--- src/rtl/phy_irq_pkg.sv ---
package phy_irq_pkg;

    localparam int NUM_SRC  = 9;
    localparam int REG_W    = 16;
    localparam int ADDR_W   = 5;
    localparam int MASK_IDX = 24;
    localparam int STAT_IDX = 25;

    // Bit position of each event source in both registers.
    typedef enum logic [3:0] {
        SRC_ANEG_STATE = 4'd0,
        SRC_ANEG_PAGE  = 4'd1,
        SRC_FIFO_ERR   = 4'd2,
        SRC_LINK_CHG   = 4'd3,
        SRC_CRC_ERR    = 4'd4,
        SRC_CNT_FULL   = 4'd5,
        SRC_RXSTAT_CHG = 4'd6,
        SRC_DOWNSHIFT  = 4'd7,
        SRC_SYNC_LOSS  = 4'd8
    } irq_src_e;

    typedef enum logic {
        LINE_RELEASED = 1'b0,
        LINE_DRIVEN   = 1'b1
    } line_state_e;

endpackage

--- src/rtl/irq_status_bank.sv ---
module irq_status_bank #(
    parameter int N = phy_irq_pkg::NUM_SRC
) (
    input  logic         clk,
    input  logic         rst_n,
    input  logic [N-1:0] evt_i,
    input  logic         clr_i,
    output logic [N-1:0] status_o
);

    logic [N-1:0] pend_q;

    for (genvar g = 0; g < N; g++) begin : g_bit
        always_ff @(posedge clk) begin
            if (!rst_n) begin
                pend_q[g] <= 1'b0;
            end else if (evt_i[g]) begin
                pend_q[g] <= 1'b1;
            end else if (clr_i) begin
                pend_q[g] <= 1'b0;
            end
        end
    end

    assign status_o = pend_q;

    // without a clear, no set bit drops
    a_r3_sticky_hold: assert property (@(posedge clk) disable iff (!rst_n)
        !clr_i |=> ((pend_q & $past(pend_q)) == $past(pend_q)));

    // an event always leaves its bit set, even against a clear
    a_r6_event_survives: assert property (@(posedge clk) disable iff (!rst_n)
        (|evt_i) |=> ((pend_q & $past(evt_i)) == $past(evt_i)));

    // a clear with no event empties the bank
    a_r5_clear_empties: assert property (@(posedge clk) disable iff (!rst_n)
        (clr_i && evt_i == '0) |=> (pend_q == '0));

endmodule

--- src/rtl/irq_regfile.sv ---
module irq_regfile #(
    parameter int N        = phy_irq_pkg::NUM_SRC,
    parameter int REG_W    = phy_irq_pkg::REG_W,
    parameter int ADDR_W   = phy_irq_pkg::ADDR_W,
    parameter int MASK_IDX = phy_irq_pkg::MASK_IDX,
    parameter int STAT_IDX = phy_irq_pkg::STAT_IDX
) (
    input  logic              clk,
    input  logic              rst_n,
    input  logic [ADDR_W-1:0] addr_i,
    input  logic [N-1:0]      wdata_i,
    input  logic              wr_i,
    input  logic              rd_i,
    input  logic [N-1:0]      status_i,
    output logic [N-1:0]      mask_o,
    output logic [REG_W-1:0]  rdata_o,
    output logic              stat_clr_o
);

    localparam logic [ADDR_W-1:0] MASK_A = ADDR_W'(MASK_IDX);
    localparam logic [ADDR_W-1:0] STAT_A = ADDR_W'(STAT_IDX);

    logic [N-1:0]     mask_q;
    logic [REG_W-1:0] rdata_q;
    logic [REG_W-1:0] rsel;
    logic             hit_mask;
    logic             hit_stat;

    assign hit_mask = (addr_i == MASK_A);
    assign hit_stat = (addr_i == STAT_A);

    always_comb begin
        rsel = '0;
        if (hit_mask) begin
            rsel[N-1:0] = mask_q;
        end else if (hit_stat) begin
            rsel[N-1:0] = status_i;
        end
    end

    always_ff @(posedge clk) begin
        if (!rst_n) begin
            mask_q <= '0;
        end else if (wr_i && hit_mask) begin
            mask_q <= wdata_i;
        end
    end

    always_ff @(posedge clk) begin
        if (!rst_n) begin
            rdata_q <= '0;
        end else if (rd_i) begin
            rdata_q <= rsel;
        end
    end

    assign stat_clr_o = rd_i && hit_stat;
    assign mask_o     = mask_q;
    assign rdata_o    = rdata_q;

    // unmapped reads return zero
    a_r9_unmapped_zero: assert property (@(posedge clk) disable iff (!rst_n)
        (rd_i && !hit_mask && !hit_stat) |=> (rdata_o == '0));

    // a write to the enable index takes effect at the next edge
    a_r2_mask_write: assert property (@(posedge clk) disable iff (!rst_n)
        (wr_i && hit_mask) |=> (mask_o == $past(wdata_i)));

    // no other write touches the enable bits
    a_r9_mask_hold: assert property (@(posedge clk) disable iff (!rst_n)
        !(wr_i && hit_mask) |=> $stable(mask_o));

    // read data holds between reads
    a_r5_rdata_hold: assert property (@(posedge clk) disable iff (!rst_n)
        !rd_i |=> $stable(rdata_o));

endmodule

--- src/rtl/irq_line_fsm.sv ---
module irq_line_fsm #(
    parameter int N = phy_irq_pkg::NUM_SRC
) (
    input  logic         clk,
    input  logic         rst_n,
    input  logic [N-1:0] status_i,
    input  logic [N-1:0] mask_i,
    output logic         oe_o,
    output logic         pad_o
);
    import phy_irq_pkg::*;

    line_state_e state_q;
    line_state_e state_d;
    logic        pending;

    assign pending = |(status_i & mask_i);

    always_comb begin
        state_d = state_q;
        unique case (state_q)
            LINE_RELEASED: if (pending)  state_d = LINE_DRIVEN;
            LINE_DRIVEN:   if (!pending) state_d = LINE_RELEASED;
            default:       state_d = LINE_RELEASED;
        endcase
    end

    always_ff @(posedge clk) begin
        if (!rst_n) begin
            state_q <= LINE_RELEASED;
        end else begin
            state_q <= state_d;
        end
    end

    always_comb begin
        oe_o  = 1'b0;
        pad_o = 1'b0;
        unique case (state_q)
            LINE_RELEASED: oe_o = 1'b0;
            LINE_DRIVEN:   oe_o = 1'b1;
            default:       oe_o = 1'b0;
        endcase
    end

    // line asserts only for an enabled pending bit, one edge later
    a_r7_oe_needs_pending: assert property (@(posedge clk) disable iff (!rst_n)
        $rose(oe_o) |-> $past(pending));

    // line releases one edge after nothing enabled is pending
    a_r7_release: assert property (@(posedge clk) disable iff (!rst_n)
        !pending |=> !oe_o);

endmodule

--- src/rtl/phy_irq_ctrl.sv ---
module phy_irq_ctrl #(
    parameter int NUM_SRC  = phy_irq_pkg::NUM_SRC,
    parameter int REG_W    = phy_irq_pkg::REG_W,
    parameter int ADDR_W   = phy_irq_pkg::ADDR_W,
    parameter int MASK_IDX = phy_irq_pkg::MASK_IDX,
    parameter int STAT_IDX = phy_irq_pkg::STAT_IDX
) (
    input  logic               clk,
    input  logic               rst_n,
    input  logic [NUM_SRC-1:0] evt_i,
    input  logic [ADDR_W-1:0]  reg_addr_i,
    input  logic [REG_W-1:0]   reg_wdata_i,
    input  logic               reg_wr_i,
    input  logic               reg_rd_i,
    output logic [REG_W-1:0]   reg_rdata_o,
    output logic               irq_oe_o,
    output logic               irq_pad_o
);

    logic [NUM_SRC-1:0] status;
    logic [NUM_SRC-1:0] mask;
    logic               stat_clr;
    logic               wdata_unused;

    assign wdata_unused = ^reg_wdata_i[REG_W-1:NUM_SRC];

    irq_status_bank #(.N(NUM_SRC)) u_bank (
        .clk      (clk),
        .rst_n    (rst_n),
        .evt_i    (evt_i),
        .clr_i    (stat_clr),
        .status_o (status)
    );

    irq_regfile #(
        .N        (NUM_SRC),
        .REG_W    (REG_W),
        .ADDR_W   (ADDR_W),
        .MASK_IDX (MASK_IDX),
        .STAT_IDX (STAT_IDX)
    ) u_regs (
        .clk        (clk),
        .rst_n      (rst_n),
        .addr_i     (reg_addr_i),
        .wdata_i    (reg_wdata_i[NUM_SRC-1:0]),
        .wr_i       (reg_wr_i),
        .rd_i       (reg_rd_i),
        .status_i   (status),
        .mask_o     (mask),
        .rdata_o    (reg_rdata_o),
        .stat_clr_o (stat_clr)
    );

    irq_line_fsm #(.N(NUM_SRC)) u_line (
        .clk      (clk),
        .rst_n    (rst_n),
        .status_i (status),
        .mask_i   (mask),
        .oe_o     (irq_oe_o),
        .pad_o    (irq_pad_o)
    );

    // enable changes never alter pending bits (no clear, no event)
    a_r10_mask_no_status: assert property (@(posedge clk) disable iff (!rst_n)
        (!stat_clr && evt_i == '0) |=> $stable(status));

    // pad value stays low whenever the line is driven
    a_r8_pad_low: assert property (@(posedge clk) disable iff (!rst_n)
        irq_oe_o |-> !irq_pad_o);

endmodule

--- config.mk ---
export PLATFORM = sky130hd
export DESIGN_NAME = phy_irq_ctrl
export DESIGN_NICKNAME = d
export VERILOG_FILES = /design/src/rtl/phy_irq_pkg.sv /design/src/rtl/irq_status_bank.sv /design/src/rtl/irq_regfile.sv /design/src/rtl/irq_line_fsm.sv /design/src/rtl/phy_irq_ctrl.sv
export SDC_FILE = /design/constraint.sdc
export NUM_CORES = 1
export LEC_CHECK = 0
export BUFFER_PORTS_ARGS = -buffer_cell sky130_fd_sc_hd__buf_4
export CORE_ASPECT_RATIO = 0.7
export CORE_MARGIN = 8
export CORE_UTILIZATION = 51
export DETAILED_ROUTE_END_ITERATION = 7
export PLACE_DENSITY = 0.9
export SKIP_LAST_GASP = 1
export SYNTH_ARGS = -nofsm -noshare
export SYNTH_HDL_FRONTEND = slang
export SYNTH_SLANG_ARGS = --single-unit
--- constraint.sdc ---
create_clock -name clk -period 1.53 [get_ports clk]
set_input_delay 0 -clock clk [delete_from_list [all_inputs] [get_ports clk]]
set_output_delay 0 -clock clk [all_outputs]
set_load 0.005 [all_outputs]
==> flow_summary.ini, run 1 <==
[finish]
fillerInstances = 194
design_area_um2 = 1770
fin_cells = 231
nets = 232
syn_to_final_growth_pct = 34.4
final_util_pct = 72.0
seq_area_um2 = 561
drive_above_1_share_pct = 27.4
diodes = 0
layout_commonest_cell = buf_4
mostFrequentLayoutCells = buf_4 (38), dfxtp_1 (28), a21oi_1 (26), o21ai_0 (18), dlygate4sd3_1 (18)
multiInputGateArea_um2 = 593

[floorplan]
rows = 15
start_util_pct = 53.6
coreArea_um2 = 2460
fp.dieArea_um2 = 4490
io_pins = 52
die_w_um = 76.8
die_height_um = 58.5

[sta]
rsz0062_at_grt = false
hold_violations = 0
fin_crit_sh_pct = 66.0
setup_viol = 0
setup_slack_ns = 0.520
slew_violations = 0
tightest_slew_ns = 0.588
max-slew-margin-rel_pct = 60.7
fin_crit_ns = 1.01
clock_skew_ns = 0.00570
setup_tns_ns = 0
whs_ns = 0.0639
fmax_ghz = 0.990

[cts]
tritoncts = yes
clk_latency_ns = 0.28
ctsHoldBuffers = 18
numCtsBuffers = 3
clockBufferDepth = 2
post_cts_buffers = 0
ctsRootBufferMaster = clkbuf_8
cts_htree_levels = 1
cts.sinks = 28
cts_resized = 0
path_clk_slew_ns = 0.10

[synthesis]
synthDistinctLibCells = 26
syn_area_um2 = 1320
ys.warnings.count = 0
ys_seq_elements = 28
synth_seq_area_share_pct = 42.5
synth_cells = 148
avgSynthCellArea_um2 = 8.90

[routing]
first_iter_violations = 76
vias_per_cell = 5.26
drc_errors = 0
routedWlPerCell_um = 14.4
dr.pass1.iters = 4
vias = 1215
drt_wl_total_um = 3340
ant_nets = 0

[place]
dp_hpwl_um = 2290
io_buffer_count = 36
place.gp.congestion = 0.745
place_area_um2 = 1520
place_ws_ns = 0.489
dp.cells = 209

[global_routing]
use_met1_pct = 14.1
grtUsageMet3_pct = 5.93
first_global_vias = 1235
grt_remaining_overflow = 0
grt_use_met2_pct = 28.0
grtUsageTotal_pct = 15.0
grt_antenna_before_repair = 0
grt_busiest_layer = met2
grt_max_degree = 29
grt_pass1_wl_um = 5420

[setup_path]
worstPathMaxFanout = 3
rrSetupSlack_ns = 0.52
r2r_cells = 3
start_kind = register
required_ns = 1.69
startpoint = u_regs.mask_o[8]
r2r_end = u_line.state_q
r2r-start = u_regs.mask_o[8]
crit_path_end_kind = register
endpoint = u_line.state_q
arrival_ns = 1.17
worstSetupPathType = register to register

[hold_path]
hp-class = input port to register

[power]
leakagePower_nw = 0.736
p_total_mw = 1.54
power_density_nw_per_um2 = 869
peakVddDrop_mv = 0.723

[run]
max-cap-violations = 0

[outcome]
status = completed
-- critical path, stage by stage (launching register included) --
cell      delay (ns)
dfxtp_1         0.34
a22o_1          0.23
a221oi_1        0.21
a31oi_1         0.11
-- cells by family after synthesis --
family,after synthesis,synth area share [%]
compound gates,50,20.5
simple gates,32,14.5
flops,28,42.5
buf+inv,28,14.4
mux,9,7.69
other cells,1,0.285
-- area by class of cell --
cell class              instances  area share (%)
well taps                      34            2.40
clock buffers                   3            2.33
repair buffers                 56            26.3
clock inverters                 1            1.70
flip-flops and latches         28            31.7
inverters                      10            2.12
multi-input cells              99            33.5
-- worst min path at each step --
stage,slack [ns],depth (start not counted),startpoint,to
after detailed placement,0.26,3,evt_i[1],u_bank.status_o[1]
after CTS,0.06,3,reg_rd_i,u_regs.rdata_o[2]
after floorplan,0.13,2,evt_i[0],u_bank.status_o[0]
after global placement,0.23,3,evt_i[4],u_bank.status_o[4]
final,0.06,3,reg_rd_i,u_regs.rdata_o[8]
after global routing,0.08,3,reg_rd_i,u_regs.rdata_o[7]
-- layer usage --
metal / share of wire (%) / vias up / wire length [um]
met4: 2.1 / 0 / 71
met1: 39 / 563 / 1300
met5: 0 / - / 0
met3: 6.9 / 7 / 231
li1: - / 595 / -
met2: 52 / 50 / 1730
-- state kept, by name, indices dropped and copies added, names as in the netlist --
name and count:
u_bank.status_o 9, u_line.state_q 1, u_regs.mask_o 9, u_regs.rdata_o 9
-- cells in the mapped netlist (all sizes together) --
| master | instances | area [um2] |
|---|---|---|
| mux2 | 9 | 101 |
| nand3 | 18 | 95.1 |
| nor2b | 1 | 6.26 |
| nand2b | 10 | 62.6 |
| conb | 1 | 3.75 |
| clkbuf | 3 | 21.3 |
| dfxtp | 28 | 561 |
| a22oi | 1 | 7.51 |
| nand4bb | 1 | 11.3 |
| nand2 | 1 | 3.75 |
| o21ai | 18 | 90.1 |
| a222oi | 1 | 10.0 |
| a21oi | 27 | 139 |
| inv | 10 | 37.5 |
| a221oi | 1 | 8.76 |
| buf | 15 | 131 |
| a22o | 1 | 8.76 |
| and4bb | 1 | 12.5 |
| a31oi | 1 | 6.26 |
-- where the power goes --
group | total [mW] | internal (mW) | leakage (nW) | switching [mW]
clock network | 0.588 | 0.351 | 0.0357 | 0.237
registers | 0.764 | 0.748 | 0.229 | 0.0152
logic | 0.187 | 0.108 | 0.471 | 0.0793
total | 1.54 | 1.21 | 0.736 | 0.332
Note: power is estimated with default switching activity, not from simulation.
==> inputs of run 2 (changes only) <==
- CORE_UTILIZATION: 51 -> 43
- PLACE_DENSITY: 0.9 -> 0.82
- clock period: 1.53 -> 0.8 ns (I/O delays scaled with it)
==> flow_summary.ini, run 2 (synthesized netlist as in run 1, its figures left out) <==
[outcome]
status = finished with violations
violations = setup timing

[run]
max-cap-violations = 0

[global_routing]
grt_pass1_wl_um = 5510
grt_remaining_overflow = 0
first_global_vias = 1276
grt_max_degree = 29
grtUsageTotal_pct = 13.3
grt_antenna_before_repair = 0

[sta]
rsz0062_at_grt = true
hold_violations = 0
fmax_ghz = 1.02
fin_crit_sh_pct = 122
whs_ns = 0.119
setup_slack_ns = -0.179
clock_skew_ns = 0.00698
slew_violations = 0
fin_crit_ns = 0.979
setup_viol = 10

[setup_path]
r2r-start = u_regs.mask_o[8]
worstPathMaxFanout = 3
arrival_ns = 1.14
rrSetupSlack_ns = -0.18
crit_path_end_kind = register
r2r_end = u_line.state_q
required_ns = 0.96
r2r_cells = 3
start_kind = register
worstSetupPathType = register to register

[power]
p_total_mw = 2.99
peakVddDrop_mv = 1.45
power_density_nw_per_um2 = 1530
leakagePower_nw = 0.803

[hold_path]
hp-class = input port to register
worstHoldEndpoint = u_regs.rdata_o[5]
hold_depth = 4
hp-start = rst_n

[routing]
drt-met1-wl_um = 1430
dr.pass1.iters = 4
vias = 1229
first_iter_violations = 110
route.met3.wl_um = 253
routedWlPerCell_um = 14.2
drt_wl_total_um = 3390
ant_nets = 0
vias_per_cell = 5.16
drc_errors = 0
met2_length_um = 1690
top_layer = met4

[place]
dp_hpwl_um = 2230
place.gp.congestion = 0.780
io_buffer_count = 36

[floorplan]
die_w_um = 82.2
fp.dieArea_um2 = 5120
coreArea_um2 = 2860
io_pins = 52
rows = 16
start_util_pct = 46.0
die_height_um = 62.3

[cts]
clockBufferDepth = 2
cts.sinks = 28
cts_htree_levels = 1
clk_latency_ns = 0.28
numCtsBuffers = 3
ctsRootBufferMaster = clkbuf_8
path_clk_slew_ns = 0.10
tritoncts = yes

[finish]
mostFrequentLayoutCells = buf_4 (41), a21oi_1 (19), o21ai_0 (18), dlygate4sd3_1 (18)
syn_to_final_growth_pct = 48.7
fillerInstances = 229
diodes = 0
layout_commonest_cell = buf_4
drive_above_1_share_pct = 44.1
nets = 237
[run 2: worst max-delay path: stages (launching register included)]
cell and delay (ns):
dfxtp_2 0.33, a22o_1 0.23, a221oi_2 0.19, a31oi_1 0.12
[run 2: worst max path at each step]
stage / depth (start not counted) / startpoint / to / slack, ns
4_1_cts: 3 / u_bank.status_o[8] / u_line.state_q / -0.17
5_1_grt: 3 / u_regs.mask_o[8] / u_line.state_q / -0.19
3_3_place_gp: 3 / u_bank.status_o[8] / u_line.state_q / -0.13
6_report: 3 / u_regs.mask_o[8] / u_line.state_q / -0.18
2_1_floorplan: 3 / u_bank.status_o[8] / u_line.state_q / -0.09
3_5_place_dp: 3 / u_bank.status_o[8] / u_line.state_q / -0.15
[run 2: report_power, final]
group | switching, mW | leakage (nW) | internal (mW)
Combinational | 0.173 | 0.534 | 0.244
Clock | 0.435 | 0.0357 | 0.670
Sequential | 0.0310 | 0.233 | 1.44
[run 2: layer usage]
metal / up-vias / GRT usage, %
li1: 605 / -
met5: - / 0
met2: 41 / 24.2
met3: 4 / 4.17
met4: 0 / 2.62
met1: 579 / 14.4
[run 2: timing repair]
item | 4_1_cts | 5_1_grt
setup endpoints to repair | 10 | 10
hold buffers | 18 | 0
pin swaps | 7 | 3
cloned | 0 | 0
gates resized for setup | 35 | 3
buffers inserted | 0 | 2
endpoints found under the hold margin | 18 | 0
[run 2: layout make-up]
type	count	area, um2	area share (%)
clock inverters	1	30.0	1.53
inverters	10	37.5	1.92
well taps	36	45.0	2.30
flip-flops and latches	28	578	29.5
clock buffers	3	41.3	2.11
multi-input cells	99	699	35.7
repair buffers	61	528	26.9
[run 2: stage by stage]
step	area, um2	setup slack (ns)	util, %	cells	TNS [ns]
3_5_place_dp	1580	-0.148	55.0	214	-1.91
2_1_floorplan	1350	-0.0864	-	155	-0.101
6_report	1960	-0.179	68.4	238	-0.612
5_1_grt	1960	-0.194	68.4	238	-0.819
3_3_place_gp	1580	-0.127	55.0	214	-1.50
4_1_cts	1930	-0.169	67.5	236	-0.468
